$ cat src/rtl/irq_sig_pkg.sv
package irq_sig_pkg;

    typedef enum logic [1:0] {
        ST_IDLE,
        ST_LEVEL,
        ST_PULSE,
        ST_HOLD
    } sig_state_e;

    typedef struct packed {
        logic pulsed;
        logic act_high;
    } sig_mode_t;

endpackage

$ cat src/rtl/irq_status_bank.sv
module irq_status_bank #(
    parameter int NUM_SRC = 32
) (
    input  logic               clk,
    input  logic               rst_n,
    input  logic               bus_rst,
    input  logic [NUM_SRC-1:0] evt_i,
    input  logic [NUM_SRC-1:0] clr_i,
    output logic [NUM_SRC-1:0] pend_o
);

    for (genvar i = 0; i < NUM_SRC; i++) begin : g_bit
        always_ff @(posedge clk or negedge rst_n) begin
            if (!rst_n) begin
                pend_o[i] <= 1'b0;
            end else if (bus_rst) begin
                pend_o[i] <= 1'b0;
            end else if (evt_i[i]) begin
                pend_o[i] <= 1'b1;
            end else if (clr_i[i]) begin
                pend_o[i] <= 1'b0;
            end
        end
    end

    // a pending bit only drops through its clear strobe or a bus reset
    a_r2_pend_hold: assert property (@(posedge clk) disable iff (!rst_n)
        !bus_rst |=> (($past(pend_o) & ~$past(clr_i) & ~pend_o) == '0));

    // every event is recorded, even against a same-cycle clear
    a_r2_evt_sets: assert property (@(posedge clk) disable iff (!rst_n)
        !bus_rst |=> (($past(evt_i) & ~pend_o) == '0));

endmodule

$ cat src/rtl/irq_cfg_bank.sv
module irq_cfg_bank
    import irq_sig_pkg::*;
#(
    parameter int NUM_SRC = 32
) (
    input  logic               clk,
    input  logic               rst_n,
    input  logic               en_we,
    input  logic [NUM_SRC-1:0] en_wdata,
    input  logic               mode_we,
    input  logic [1:0]         mode_wdata,
    output logic [NUM_SRC-1:0] en_o,
    output sig_mode_t          mode_o
);

    always_ff @(posedge clk or negedge rst_n) begin
        if (!rst_n) begin
            en_o <= '0;
        end else if (en_we) begin
            en_o <= en_wdata;
        end
    end

    always_ff @(posedge clk or negedge rst_n) begin
        if (!rst_n) begin
            mode_o <= '{pulsed: 1'b0, act_high: 1'b0};
        end else if (mode_we) begin
            mode_o <= sig_mode_t'(mode_wdata);
        end
    end

endmodule

$ cat src/rtl/irq_pin_fsm.sv
module irq_pin_fsm
    import irq_sig_pkg::*;
#(
    parameter int PULSE_CYCLES = 8
) (
    input  logic      clk,
    input  logic      rst_n,
    input  logic      bus_rst,
    input  logic      req_i,
    input  sig_mode_t mode_i,
    output logic      pin_o
);

    localparam int CW = $clog2(PULSE_CYCLES + 1);
    localparam logic [CW-1:0] LAST = CW'(PULSE_CYCLES - 1);

    sig_state_e    state, state_nx;
    logic [CW-1:0] cnt;
    logic          active;

    always_ff @(posedge clk or negedge rst_n) begin
        if (!rst_n) begin
            state <= ST_IDLE;
        end else begin
            state <= state_nx;
        end
    end

    always_ff @(posedge clk or negedge rst_n) begin
        if (!rst_n) begin
            cnt <= '0;
        end else if (state == ST_PULSE && !bus_rst) begin
            cnt <= cnt + 1'b1;
        end else begin
            cnt <= '0;
        end
    end

    always_comb begin
        state_nx = state;
        if (bus_rst) begin
            state_nx = ST_IDLE;
        end else begin
            unique case (state)
                ST_IDLE:  if (req_i) state_nx = mode_i.pulsed ? ST_PULSE : ST_LEVEL;
                ST_LEVEL: if (!req_i) state_nx = ST_IDLE;
                          else if (mode_i.pulsed) state_nx = ST_HOLD;
                ST_PULSE: if (cnt == LAST) state_nx = req_i ? ST_HOLD : ST_IDLE;
                ST_HOLD:  if (!req_i) state_nx = ST_IDLE;
                          else if (!mode_i.pulsed) state_nx = ST_LEVEL;
            endcase
        end
    end

    always_comb begin
        unique case (state)
            ST_LEVEL, ST_PULSE: active = 1'b1;
            ST_IDLE, ST_HOLD:   active = 1'b0;
        endcase
        pin_o = mode_i.act_high ? active : !active;
    end

    // level style with a live request always lands in LEVEL
    a_r5_level_follow: assert property (@(posedge clk) disable iff (!rst_n)
        (state != ST_PULSE && !mode_i.pulsed && req_i && !bus_rst) |=> state == ST_LEVEL);

    // a request from IDLE in pulsed style starts a fresh pulse
    a_r6_pulse_start: assert property (@(posedge clk) disable iff (!rst_n)
        (state == ST_IDLE && mode_i.pulsed && req_i && !bus_rst)
        |=> (state == ST_PULSE && cnt == '0));

    // the pulse count never passes its last value
    a_r6_pulse_bound: assert property (@(posedge clk) disable iff (!rst_n)
        (state == ST_PULSE) |-> (cnt <= LAST));

    // a finished pulse is followed by an inactive cycle
    a_r7_pulse_gap: assert property (@(posedge clk) disable iff (!rst_n)
        (state == ST_PULSE && cnt == LAST) |=> (state == ST_IDLE || state == ST_HOLD));

    // bus reset always returns the machine to IDLE
    a_r9_bus_idle: assert property (@(posedge clk) disable iff (!rst_n)
        bus_rst |=> state == ST_IDLE);

endmodule

$ cat src/rtl/irq_signaller.sv
module irq_signaller
    import irq_sig_pkg::*;
#(
    parameter int NUM_SRC      = 32,
    parameter int PULSE_CYCLES = 8
) (
    input  logic               clk,
    input  logic               rst_n,
    input  logic               bus_rst,
    input  logic [NUM_SRC-1:0] evt_i,
    input  logic [NUM_SRC-1:0] clr_i,
    input  logic               en_we,
    input  logic [NUM_SRC-1:0] en_wdata,
    input  logic               mode_we,
    input  logic [1:0]         mode_wdata,
    output logic               irq_pin,
    output logic [NUM_SRC-1:0] pending_o
);

    logic [NUM_SRC-1:0] pend;
    logic [NUM_SRC-1:0] en;
    sig_mode_t          mode;
    logic               req;

    irq_status_bank #(.NUM_SRC(NUM_SRC)) u_status (
        .clk     (clk),
        .rst_n   (rst_n),
        .bus_rst (bus_rst),
        .evt_i   (evt_i),
        .clr_i   (clr_i),
        .pend_o  (pend)
    );

    irq_cfg_bank #(.NUM_SRC(NUM_SRC)) u_cfg (
        .clk        (clk),
        .rst_n      (rst_n),
        .en_we      (en_we),
        .en_wdata   (en_wdata),
        .mode_we    (mode_we),
        .mode_wdata (mode_wdata),
        .en_o       (en),
        .mode_o     (mode)
    );

    assign req = |(pend & en);

    irq_pin_fsm #(.PULSE_CYCLES(PULSE_CYCLES)) u_fsm (
        .clk     (clk),
        .rst_n   (rst_n),
        .bus_rst (bus_rst),
        .req_i   (req),
        .mode_i  (mode),
        .pin_o   (irq_pin)
    );

    assign pending_o = pend;

    // a masked-off pending bit alone never drives the request
    a_r3_mask_gate: assert property (@(posedge clk) disable iff (!rst_n)
        ((pend & en) == '0) |-> !req);

endmodule

$ cat config.mk
export PLATFORM = sky130hd
export DESIGN_NAME = irq_signaller
export DESIGN_NICKNAME = d
export VERILOG_FILES = /design/src/rtl/irq_sig_pkg.sv /design/src/rtl/irq_status_bank.sv /design/src/rtl/irq_cfg_bank.sv /design/src/rtl/irq_pin_fsm.sv /design/src/rtl/irq_signaller.sv
export SDC_FILE = /design/constraint.sdc
export NUM_CORES = 1
export LEC_CHECK = 0
export BUFFER_PORTS_ARGS = -buffer_cell sky130_fd_sc_hd__clkbuf_2
export CORE_UTILIZATION = 48
export DETAILED_ROUTE_END_ITERATION = 6
export PLACE_DENSITY = 0.76
export SYNTH_ARGS = -nofsm -noshare
export SYNTH_HDL_FRONTEND = slang
export SYNTH_HIERARCHICAL = 1
export SYNTH_SLANG_ARGS = --single-unit
$ cat constraint.sdc
create_clock -name clk -period 2 [get_ports clk]
set_input_delay 0.5 -clock clk [delete_from_list [all_inputs] [get_ports clk]]
set_output_delay 0.5 -clock clk [all_outputs]
set_load 0.02 [all_outputs]
==> run summary <==
The run finished, with violations left. The final reports fail on DRC. After technology mapping, the gate count stands at 262. The number of antenna diodes in the final layout is 0. Measured against its own limit, the worst slew margin works out to 70.97%.

In this run, synthesis produced a sequential element count of 72. The finished cells cover 0.004473 mm^2. The post-route netlist has 53.29% of its cells at a drive strength greater than 1.

After detailed routing, the average wire length per cell comes to 14.44 um. Before antenna repair, the detailed router went through 6 iterations. The internal portion of the total power is 2.887 mW. Hold timing on the final database bottoms out at a slack of 0.05584 ns. The critical path goes through a22oi_2 -> nand4_1 -> or4_4 -> a211oi_4 -> o21ai_1 -> o41ai_1. The total overflow left after global routing is 0. Across the VDD grid, the largest voltage drop is 0.0005652 V. Counting every sink on the clock net gives 72. The class of the most critical hold timing path is in2async. The HPWL after detailed placement is 5066 um.

The die covers 0.007156 mm^2. In this run the power spent charging and discharging nets is 1.030 mW. The sequential power share was 43.0%; the required time of the critical path was 2.23 ns.

For the starting density of the core, the log shows 50.70%. The detail route stage leaves a number of antenna-violating nets equal to 0. The worst-path maximum fanout is 4, and the number of cells traversed by the worst register-to-register path is 6. Nature of the critical path startpoint: a register. Dividing the final minimum period by the clock period gives 97.87%.

Across the routed clock network, the largest skew measured is 0.009536 ns. The tools report the count of final hold-check violations as 0. Total vias in the final route: 2,436. The layout overhead on the synthesized area came out at 36.61%.

For the worst setup path, the data arrival time is 2.19 ns. After filler insertion, the fill cell instance count of the layout stands at 483. The standard cell with the maximum stage delay on the critical path was or4_4. The core region is 0.006459 mm^2. The critical path in this run is classified as reg2reg.

In this run, the number of DRC markers left after iteration 0 of detailed routing was 113. The tool flagged a number of max-cap violations equal to 0. In this run the tool buffered the top-level ports with 135 buffer cells. TritonCTS built the clock tree.

For the global-route usage over all layers, the log shows 21.35%. The finished layout holds 503 standard cells, fillers aside. The clock transition time at the flip-flop clock pins of the worst setup and hold paths was 0.08 ns; the combined flip-flop and latch cell area was 0.001802 mm^2. After detailed routing, the number of vias per cell comes to 4.843. The logs give 2,472 for the number of global-route vias before repair and 36.1% for the relative contribution of the clock network to total power. The run gives 0.003274 mm^2 as the area of the mapped netlist. The first global-routing pass estimated 11,630 um of wire. In this run the horizontal extent of the chip is 84.60 um. The H-tree was split into 3 levels. Reg-to-reg startpoint: u_status/pend_o[8]$_DFFE_PN0P_. The logs give 477 for the placed instance count and 55.02% for the proportion of synthesized chip area in sequential cells. During synthesis, Yosys emitted a total of 6 warnings. For this design the top-level I/O count stands at 136. For the cell leakage power, the log shows 2.368 nW.

Setup repair after global routing could not meet its margin everywhere. The die outline height came out at 84.60 um. The logs give 0 for the final count of pins violating max slew and 23 for the post-synthesis cell type count. Counting every net in the synthesized netlist gives 371. Counting along the longest clock path gives a buffer depth of 2. Wires add up to 7261 um.

After detailed routing, the number of remaining DRC violations is 9. The CTS root buffer was clkbuf_8. Entering global routing, the biggest net connects 60 pins. The delay of the slowest critical-path stage came out at 0.60 ns.

The tools report the net total in the final layout as 530. The final critical-path required period works out to 1.957 ns. Combinational logic burns 20.9% of the power. The worst setup path is captured at a register. Averaged over all synthesized cells, the footprint is 12.50 um^2. The tools report the standard-cell row count as 29.

The tools report the number of CTS-inserted buffers as 9. The run gives 0.001334 mm^2 as the area taken by multi-input logic gates. The final weighted congestion of routability-driven global placement is 0.8075. Initial antenna violation count: 0. For the worst-skew pair, the clock arrives at the later sink with an insertion delay of 0.34 ns. The reg2reg setup slack was 0.04 ns; the proportion of total power due to net switching was 26.29%.

In this run the power density over the cells is 875.7 mW/mm^2. The placed instance area is 0.004041 mm^2. The pin slew with the least headroom to its limit was 0.4334 ns. The tools report the number of endpoints failing setup at the final stage as 0. The endpoint identified for the worst register-to-register timing path is u_fsm/state[0]$_DFFE_PN0P_. Derived from the worst setup path, the maximum achievable clock frequency is 510.9 MHz. The tools report the post-layout worst setup margin as 0.04263 ns. At the placement stage, the worst setup path has a slack of -0.05641 ns.
-- cells in the mapped netlist --
library cell | count | share of area [%]
buf_12 | 3 | 1.8
nand2b_1 | 32 | 6.1
dfrtp_1 | 72 | 55
nor2_1 | 6 | 0.69
nand2_1 | 1 | 0.11
a22oi_2 | 1 | 0.38
a21oi_1 | 33 | 5.0
a22oi_1 | 15 | 3.4
mux2i_1 | 1 | 0.31
a211oi_2 | 1 | 0.38
nand4_1 | 4 | 0.76
mux2_2 | 5 | 1.7
a31oi_1 | 1 | 0.19
inv_1 | 36 | 4.1
xnor2_1 | 3 | 0.80
or4_1 | 1 | 0.23
nand2b_2 | 1 | 0.27
nand3_1 | 1 | 0.15
buf_6 | 4 | 1.4
ha_1 | 6 | 2.3
o41ai_1 | 2 | 0.54
mux2_4 | 30 | 14
o21ai_0 | 3 | 0.46
-- metal layers --
metal  GRT usage, %  up-vias  part of all wire (%)
li1               -     1199                     -
met1          27.14     1157                    43
met5              0        -                     0
met4          6.317        0                  0.94
met3          5.801        4                   4.9
met2          35.92       76                    51
-- flip-flops by register name (all words and copies together), names as in the netlist --
name,count
u_fsm/cnt,4
u_cfg/en_o,32
u_cfg/mode_o,2
u_status/pend_o,32
u_fsm/state,2
-- per-stage QoR --
stage | power (mW) | setup TNS (ns) | utilization, %
after floorplan | 2.121 | 0 | -
after global placement | 2.375 | -0.01851 | 62.57
after detailed placement | 2.395 | -0.09676 | 62.57
after CTS | 3.868 | 0 | 67.51
after global routing | 4.108 | -0.09964 | 69.26
final | 3.917 | 0 | 69.26
-- area by class of cell --
class,instances,share of cell area (%)
clock buffers,10,3.077
clock inverters,6,2.573
inverters,36,3.021
multi-input cells,147,29.82
flip-flops and latches,72,40.28
well taps,77,2.154
repair buffers,155,19.08
-- cell usage in the layout (no fill, tap or decap) --
cell type	count
o41ai_1	1
mux2i_1	1
ha_4	1
inv_2	1
ha_1	5
buf_4	18
nand2_1	1
mux2_2	5
nand2b_2	1
clkbuf_8	10
a21oi_1	32
o21ai_2	1
nor2_4	1
bufinv_16	3
dfrtp_1	72
o21ai_1	1
a22oi_1	4
nor2_1	5
xnor2_1	3
a21oi_2	1
clkbuf_4	1
buf_2	1
buf_12	2
a211oi_4	1
clkinvlp_4	1
o41ai_2	1
a22oi_2	12
mux2_4	30
nand4_1	4
o21ai_0	1
inv_1	35
clkinv_4	1
inv_6	1
nand2b_1	32
clkbuf_2	133
or4_4	1
nand3_1	1
a31oi_1	1
-- how the worst max path moves through the flow --
stage / from / to / slack [ns] / depth (start not counted)
global route: u_status/pend_o[31]$_DFFE_PN0P_ / u_fsm/state[0]$_DFFE_PN0P_ / -0.06 / 6
floorplan: u_status/pend_o[0]$_DFFE_PN0P_ / u_fsm/state[0]$_DFFE_PN0P_ / 0.05 / 6
detailed placement: u_status/pend_o[1]$_DFFE_PN0P_ / u_fsm/state[0]$_DFFE_PN0P_ / -0.06 / 6
global placement: u_status/pend_o[1]$_DFFE_PN0P_ / u_fsm/state[0]$_DFFE_PN0P_ / -0.02 / 6
CTS: u_status/pend_o[11]$_DFFE_PN0P_ / u_fsm/state[1]$_DFFE_PN0P_ / 0.004 / 6
finish: u_status/pend_o[8]$_DFFE_PN0P_ / u_fsm/state[0]$_DFFE_PN0P_ / 0.04 / 6
-- worst max-delay path: cells and delay by family, from the launching register on --
kind	cells	cell delay, ns
flip-flops	1	0.40
AO/OA/AOI/OAI	4	0.72
AND/OR/NAND/NOR	2	0.74
-- repair_timing --
action | CTS | global route
pin swaps | 5 | 11
hold buffers | 0 | 0
resized for setup | 10 | 13
endpoints found under the setup margin | 3 | 3
setup buffers | 3 | 7
-- power groups by stage --
stage / Combinational, mW / Sequential (mW) / Clock (mW)
floorplan: 0.387 / 1.73 / 0
global placement: 0.677 / 1.70 / 0
detailed placement: 0.690 / 1.71 / 0
CTS: 0.747 / 1.68 / 1.44
global route: 0.894 / 1.70 / 1.51
finish: 0.819 / 1.68 / 1.41
-- cells by family (layout without fill, tap and decap cells) --
logic type	count (synthesis)	in the layout	share of synthesized area, %
AOI/OAI and AO/OA	56	56	10.43
DFF	72	72	55.02
buffers and inverters	43	207	7.337
and+or+nand+nor	46	46	8.330
xor gates and xnor gates	3	3	0.8026
muxes	36	36	15.78
adders and majority gates	6	6	2.293
Note: power is estimated with default switching activity, not from simulation.
